### src/rtl/tt_pkg.sv
package tt_pkg;
  localparam int DATA_W   = 32;
  localparam int ADDR_W   = 4;
  localparam int EN_BIT   = 0;
  localparam int IE_BIT   = 1;
  localparam int FLAG_BIT = 16;

  typedef enum logic [1:0] {
    SEL_CTRL   = 2'd0,
    SEL_RELOAD = 2'd1,
    SEL_CURR   = 2'd2,
    SEL_CAL    = 2'd3
  } reg_sel_e;
endpackage

### src/rtl/tt_rst_sync.sv
module tt_rst_sync (
  input  logic clk,
  input  logic rst_n,
  output logic rst_sync_n
);
  logic [1:0] sync_q;

  always_ff @(posedge clk or negedge rst_n) begin
    if (!rst_n) sync_q <= 2'b00;
    else        sync_q <= {sync_q[0], 1'b1};
  end

  assign rst_sync_n = sync_q[1];
endmodule

### src/rtl/tt_down_counter.sv
module tt_down_counter #(
  parameter int CNT_W = 24
) (
  input  logic             clk,
  input  logic             rst_n,
  input  logic             en,
  input  logic             ld,
  input  logic [CNT_W-1:0] ld_val,
  input  logic [CNT_W-1:0] reload,
  output logic [CNT_W-1:0] cnt,
  output logic             expiry
);
  localparam logic [CNT_W-1:0] ZERO = '0;
  localparam logic [CNT_W-1:0] ONE  = CNT_W'(1);

  logic [CNT_W-1:0] cnt_q, cnt_d;
  logic             cnt_ce;

  // next-state: a preset wins over counting; zero reloads; one->zero expires
  always_comb begin
    cnt_d  = cnt_q;
    expiry = 1'b0;
    if (ld) begin
      cnt_d = ld_val;
    end else if (en) begin
      if (cnt_q == ZERO) begin
        cnt_d = reload;
      end else begin
        cnt_d  = cnt_q - ONE;
        expiry = (cnt_q == ONE);
      end
    end
  end

  assign cnt_ce = ld | en;

  always_ff @(posedge clk or negedge rst_n) begin
    if (!rst_n)      cnt_q <= ZERO;
    else if (cnt_ce) cnt_q <= cnt_d;
  end

  assign cnt = cnt_q;

  // one step down per enabled clock
  a_r3_step: assert property (@(posedge clk) disable iff (!rst_n)
    (en && !ld && cnt_q > ONE) |=> (cnt_q == CNT_W'($past(cnt_q) - ONE)));

  // disabled count holds
  a_r3_hold: assert property (@(posedge clk) disable iff (!rst_n)
    (!en && !ld) |=> $stable(cnt_q));

  // zero picks up the reload value (which may itself be zero)
  a_r4_reload: assert property (@(posedge clk) disable iff (!rst_n)
    (en && !ld && cnt_q == ZERO) |=> (cnt_q == $past(reload)));

  // preset takes priority
  a_r9_preset: assert property (@(posedge clk) disable iff (!rst_n)
    ld |=> (cnt_q == $past(ld_val)));
endmodule

### src/rtl/tt_regs.sv
module tt_regs import tt_pkg::*; #(
  parameter int               CNT_W    = 24,
  parameter logic [DATA_W-1:0] CAL_WORD = 32'h0000_C350
) (
  input  logic              clk,
  input  logic              rst_n,
  input  logic [ADDR_W-1:0] bus_addr,
  input  logic [DATA_W-1:0] bus_wdata,
  input  logic              bus_we,
  input  logic              bus_re,
  output logic [DATA_W-1:0] bus_rdata,
  input  logic [CNT_W-1:0]  cnt,
  input  logic              expiry,
  output logic              cnt_en,
  output logic              cnt_ld,
  output logic [CNT_W-1:0]  cnt_ld_val,
  output logic [CNT_W-1:0]  reload,
  output logic              irq
);
  reg_sel_e         sel;
  logic             aligned;
  logic             wr_ctrl, wr_reload, wr_curr, rd_ctrl;
  logic             en_q, en_d, ie_q, ie_d, flag_q, flag_d, irq_q, irq_d;
  logic [CNT_W-1:0] reload_q, reload_d;
  logic             ctrl_ce, reload_ce;
  logic             unused_wdata_hi;

  assign sel     = reg_sel_e'(bus_addr[3:2]);
  assign aligned = (bus_addr[1:0] == 2'b00);

  assign wr_ctrl   = bus_we & aligned & (sel == SEL_CTRL);
  assign wr_reload = bus_we & aligned & (sel == SEL_RELOAD);
  assign wr_curr   = bus_we & aligned & (sel == SEL_CURR);
  assign rd_ctrl   = bus_re & aligned & (sel == SEL_CTRL);

  assign unused_wdata_hi = ^bus_wdata[DATA_W-1:CNT_W];

  // next-state
  always_comb begin
    en_d     = bus_wdata[EN_BIT];
    ie_d     = bus_wdata[IE_BIT];
    reload_d = bus_wdata[CNT_W-1:0];
    // a new expiry outranks the clear of a coincident status read
    flag_d   = (flag_q & ~rd_ctrl) | expiry;
    irq_d    = expiry & ie_q;
  end

  assign ctrl_ce   = wr_ctrl;
  assign reload_ce = wr_reload;

  always_ff @(posedge clk or negedge rst_n) begin
    if (!rst_n) begin
      en_q <= 1'b0;
      ie_q <= 1'b0;
    end else if (ctrl_ce) begin
      en_q <= en_d;
      ie_q <= ie_d;
    end
  end

  always_ff @(posedge clk or negedge rst_n) begin
    if (!rst_n)         reload_q <= '0;
    else if (reload_ce) reload_q <= reload_d;
  end

  always_ff @(posedge clk or negedge rst_n) begin
    if (!rst_n) begin
      flag_q <= 1'b0;
      irq_q  <= 1'b0;
    end else begin
      flag_q <= flag_d;
      irq_q  <= irq_d;
    end
  end

  // read mux
  always_comb begin
    bus_rdata = '0;
    if (bus_re && aligned) begin
      unique case (sel)
        SEL_CTRL: begin
          bus_rdata[EN_BIT]   = en_q;
          bus_rdata[IE_BIT]   = ie_q;
          bus_rdata[FLAG_BIT] = flag_q;
        end
        SEL_RELOAD: bus_rdata[CNT_W-1:0] = reload_q;
        SEL_CURR:   bus_rdata[CNT_W-1:0] = cnt;
        SEL_CAL:    bus_rdata = CAL_WORD;
        default:    bus_rdata = '0;
      endcase
    end
  end

  assign cnt_en     = en_q;
  assign cnt_ld     = wr_curr;
  assign cnt_ld_val = bus_wdata[CNT_W-1:0];
  assign reload     = reload_q;
  assign irq        = irq_q;

  // expiry always leaves the flag set
  a_r5_flag_set: assert property (@(posedge clk) disable iff (!rst_n)
    expiry |=> flag_q);

  // a status read with no expiry clears the flag
  a_r6_clear: assert property (@(posedge clk) disable iff (!rst_n)
    (rd_ctrl && !expiry) |=> !flag_q);

  // without a read the flag never falls
  a_r6_sticky: assert property (@(posedge clk) disable iff (!rst_n)
    (flag_q && !rd_ctrl) |=> flag_q);

  // request only when interrupts were enabled at expiry
  a_r7_gated: assert property (@(posedge clk) disable iff (!rst_n)
    irq_q |-> $past(ie_q && expiry));

  // single-cycle pulse
  a_r7_pulse: assert property (@(posedge clk) disable iff (!rst_n)
    irq_q |=> !irq_q);
endmodule

### src/rtl/tick_timer.sv
module tick_timer import tt_pkg::*; #(
  parameter int                CNT_W    = 24,
  parameter logic [DATA_W-1:0] CAL_WORD = 32'h0000_C350
) (
  input  logic              clk,
  input  logic              rst_n,
  input  logic [ADDR_W-1:0] bus_addr,
  input  logic [DATA_W-1:0] bus_wdata,
  input  logic              bus_we,
  input  logic              bus_re,
  output logic [DATA_W-1:0] bus_rdata,
  output logic              tick_irq
);
  logic             rst_sync_n;
  logic             cnt_en, cnt_ld, expiry;
  logic [CNT_W-1:0] cnt_ld_val, reload, cnt;

  tt_rst_sync u_rst (
    .clk        (clk),
    .rst_n      (rst_n),
    .rst_sync_n (rst_sync_n)
  );

  tt_regs #(.CNT_W(CNT_W), .CAL_WORD(CAL_WORD)) u_regs (
    .clk        (clk),
    .rst_n      (rst_sync_n),
    .bus_addr   (bus_addr),
    .bus_wdata  (bus_wdata),
    .bus_we     (bus_we),
    .bus_re     (bus_re),
    .bus_rdata  (bus_rdata),
    .cnt        (cnt),
    .expiry     (expiry),
    .cnt_en     (cnt_en),
    .cnt_ld     (cnt_ld),
    .cnt_ld_val (cnt_ld_val),
    .reload     (reload),
    .irq        (tick_irq)
  );

  tt_down_counter #(.CNT_W(CNT_W)) u_cnt (
    .clk    (clk),
    .rst_n  (rst_sync_n),
    .en     (cnt_en),
    .ld     (cnt_ld),
    .ld_val (cnt_ld_val),
    .reload (reload),
    .cnt    (cnt),
    .expiry (expiry)
  );
endmodule

### config.mk
export PLATFORM = sky130hd
export DESIGN_NAME = tick_timer
export DESIGN_NICKNAME = d
export VERILOG_FILES = /design/src/rtl/tt_pkg.sv /design/src/rtl/tt_rst_sync.sv /design/src/rtl/tt_down_counter.sv /design/src/rtl/tt_regs.sv /design/src/rtl/tick_timer.sv
export SDC_FILE = /design/constraint.sdc
export NUM_CORES = 1
export LEC_CHECK = 0
export BUFFER_PORTS_ARGS = -buffer_cell sky130_fd_sc_hd__buf_2
export CAP_MARGIN = 10
export CORE_ASPECT_RATIO = 1.75
export CORE_UTILIZATION = 40
export CTS_BUF_LIST = sky130_fd_sc_hd__clkbuf_8 sky130_fd_sc_hd__clkbuf_16
export DETAILED_ROUTE_END_ITERATION = 10
export PLACE_DENSITY = 0.64
export SLEW_MARGIN = 20
export SYNTH_ARGS = -nofsm -noshare
export SYNTH_HDL_FRONTEND = slang
export SYNTH_SLANG_ARGS = --single-unit
### constraint.sdc
create_clock -name clk -period 1.95 [get_ports clk]
set_input_delay 0.4875 -clock clk [delete_from_list [all_inputs] [get_ports clk]]
set_output_delay 0.4875 -clock clk [all_outputs]
set_load 0.01 [all_outputs]
==> results.toml <==
[critical_path]
crit_chain = "or4_4 > or4_4 > or2_4 > a21oi_1 > a221o_1"
crit_top_cell = "or4_4"
critical_path.max_fanout = 8
r2r_cells = 5
crit_path_top_delay_cell = "or4_4"
cp-start-kind = "flip-flop"
crit_path_end_kind = "flip-flop"
worst-setup-path-type = "reg2reg"
slowest_delay_ns = 0.55
critPathArrivalTime_ns = 2.41
required_ns = 2.18

[sta]
clock_skew_ns = 0.004501
timing.fmax_mhz = 459.8
report.final.slew_viol_count = 0
worst_slack_ns = -0.2249
setup_violations = 37
rsz0062_at_grt = "true"
period_share = 1.115
layout_min_cycle_time_ns = 2.175
final_hold_viol_count = 0

[global_routing]
grt_pass1_wl_um = 18740
grt_overflow = 0
grt_antenna_before_repair = 0
grt_use_total = 0.2677
grt_max_degree = 33
grt_pass1_vias = 3640

[power_and_ir_drop]
p_leak_uw = 0.002194
ir_drop_v = 0.0005373
powerDensity_nw_per_um2 = 977.2

[placement]
gp_congestion = 0.8793
dp_hpwl_um = 7476
dp.cells = 591
dp_slack_ns = -0.2339
numPortBuffers = 56

[run_status]
violations = "setup timing"
outcome = "finished, violations left"

[drt]
vias = 3606
routed_via_density = 5.873
highest_layer = "met4"
antenna_left = 0
firstDrtPassIters = 4
drc = 0
drt-initial-drc-count = 221
drt-met1-wl_um = 4268
routed_wl_um = 11850
wl_met3_um = 648
wl_met2_um = 6444
wl_per_cell_um = 19.30

[final_layout]
layout_common_cells = "dfrtp_1 (53), buf_4 (50), buf_2 (44)"
final_core_util = 0.6253
final_common_cell = "dfrtp_1"
n_antenna_cell = 0
layout.nets = 544
areaGrowthSynthToFinish_pct = 52.34
layoutNonFillerInstCount = 614
drive_gt1_frac = 0.5070

[logic_synthesis]
synth_ff_type = "dfrtp_1"
synth_edf_count = 0
ys_ff_latch = 54
synth.avg_cell_area_um2 = 9.208
ys_types = 56
yosys_warnings = 0
syn_area_um2 = 3536
synth_async_sr_flop_share = 1.000
synthCells = 384
yosysSeqAreaShare = 0.3822

[die]
initial_core_util = 0.4105
die_area_um2 = 9234
fp.dieH_um = 126.4
io_pins = 73
die_x_um = 73.07
core_area_um2 = 8615
row_count = 45

[clock_tree]
htreeDepth = 2
clk_latency_ns = 0.30
cts.sink_count = 54
cts_made_buffers = 5
cts_tree = "done"
path_clk_slew_ns = 0.07
clock_path_buffers = 2
root_buffer = "clkbuf_16"

[min_path]
hold_path.class = "reg2async"

[job]
max_cap_violations = 0
## registers in the layout, indices dropped and copies added (netlist names)
signal	cells
u_regs.reload	24
u_regs.irq	1
u_regs.flag_q	1
u_regs.ie_q	1
u_rst.sync_q	2
u_cnt.cnt	24
u_regs.cnt_en	1
## layer usage
layer	vias up	global-route usage
met1	1802	0.2952
met4	0	0.1753
met5	-	0
met2	123	0.4575
met3	38	0.04845
li1	1643	-
## synth_stat cells (all sizes together) (2+ instances only)
master | count | area [um2]
a221oi | 7 | 61.31
ha | 8 | 100.1
nor4 | 5 | 43.79
a22oi | 17 | 127.6
buf | 14 | 113.9
o211ai | 6 | 45.04
or2 | 2 | 15.02
nand4 | 4 | 25.02
mux2 | 27 | 304.0
nand2b | 2 | 12.51
and2 | 4 | 25.02
nor3b | 26 | 195.2
a31oi | 2 | 12.51
o31a | 3 | 26.28
nand3 | 12 | 60.06
xnor2 | 6 | 52.55
and3 | 2 | 12.51
mux2i | 4 | 40.04
inv | 5 | 18.77
a21oi | 28 | 140.1
conb | 2 | 7.510
o21a | 2 | 15.01
nor2 | 40 | 152.6
xor2 | 3 | 26.28
o21ai | 30 | 157.7
or4 | 5 | 48.79
dfrtp | 54 | 1351
nand2 | 10 | 37.54
clkbuf | 22 | 82.58
nor3 | 13 | 70.07
or3 | 4 | 25.02
## critical path, delay by kind of cell (launching register included)
family / cells / cell delay [ns]
simple gates: 3 / 1.40
flops: 1 / 0.39
compound gates: 2 / 0.33
## power by group
part           switching [uW]  internal (uW)  leakage [uW]
clock                     403            598     0.0000864
combinational            1170           1260       0.00144
sequential                378           1450      0.000667
total                    1950           3310       0.00219
## path summary, 6_finish.rpt
check | endpoint | slack (ns) | from
min in group clk | u_rst.sync_q[1] | 0.36 | u_rst.sync_q[0]
worst min register to register | u_regs.reload[6] | 0.21 | u_rst.sync_q[1]
worst max-delay path | u_cnt.cnt[1] | -0.22 | u_cnt.cnt[18]
worst min-delay path | u_regs.reload[6] | 0.21 | u_rst.sync_q[1]
max in group asynchronous | u_regs.reload[21] | 1.21 | u_rst.sync_q[1]
worst max register to register | u_cnt.cnt[1] | -0.22 | u_cnt.cnt[18]
## through the flow
| step | total power [uW] | setup TNS, ns | instance area [um2] | hold slack [ns] |
|---|---|---|---|---|
| 3_3_place_gp | 3771 | -5.904 | 4452 | 0.2178 |
| 4_1_cts | 5101 | -2.365 | 5134 | 0.2248 |
| 5_1_grt | 5563 | -5.594 | 5386 | 0.2446 |
| 6_report | 5264 | -3.778 | 5386 | 0.2076 |
| 2_1_floorplan | 3023 | -2.787 | 3719 | 0.1919 |
| 3_5_place_dp | 3826 | -7.600 | 4452 | 0.2170 |
## area by class of cell
| class | instances | area [um2] |
|---|---|---|
| fillers | 660 | 3228 |
| multi-input cells | 298 | 2499 |
| repair buffers | 132 | 1197 |
| flip-flops and latches | 54 | 1353 |
| well taps | 117 | 146.4 |
| clock inverters | 3 | 37.54 |
| clock buffers | 5 | 125.1 |
| inverters | 5 | 28.78 |
## what timing repair did
item                                   4_1_cts  5_1_grt
endpoints found under the hold margin        2        0
setup buffers                                3        3
setup endpoints to repair                   48       48
hold buffers                                 1        0
gates resized for setup                     75       45
gates cloned                                 8        0
pin swaps                                   24       23
## logic make-up (layout without fill, tap and decap cells)
kind of cell | count (synthesis) | after routing | share of synthesized area
adders and majority gates | 8 | 8 | 0.02831
and+or+nand+nor | 135 | 137 | 0.2194
xor gates and xnor gates | 9 | 9 | 0.02229
buffers and inverters | 41 | 145 | 0.06086
AOI/OAI and AO/OA | 104 | 104 | 0.1875
muxes | 31 | 31 | 0.09731
DFF | 54 | 54 | 0.3822
other | 2 | 9 | 0.002124
Power figures use the tool's default switching activity.
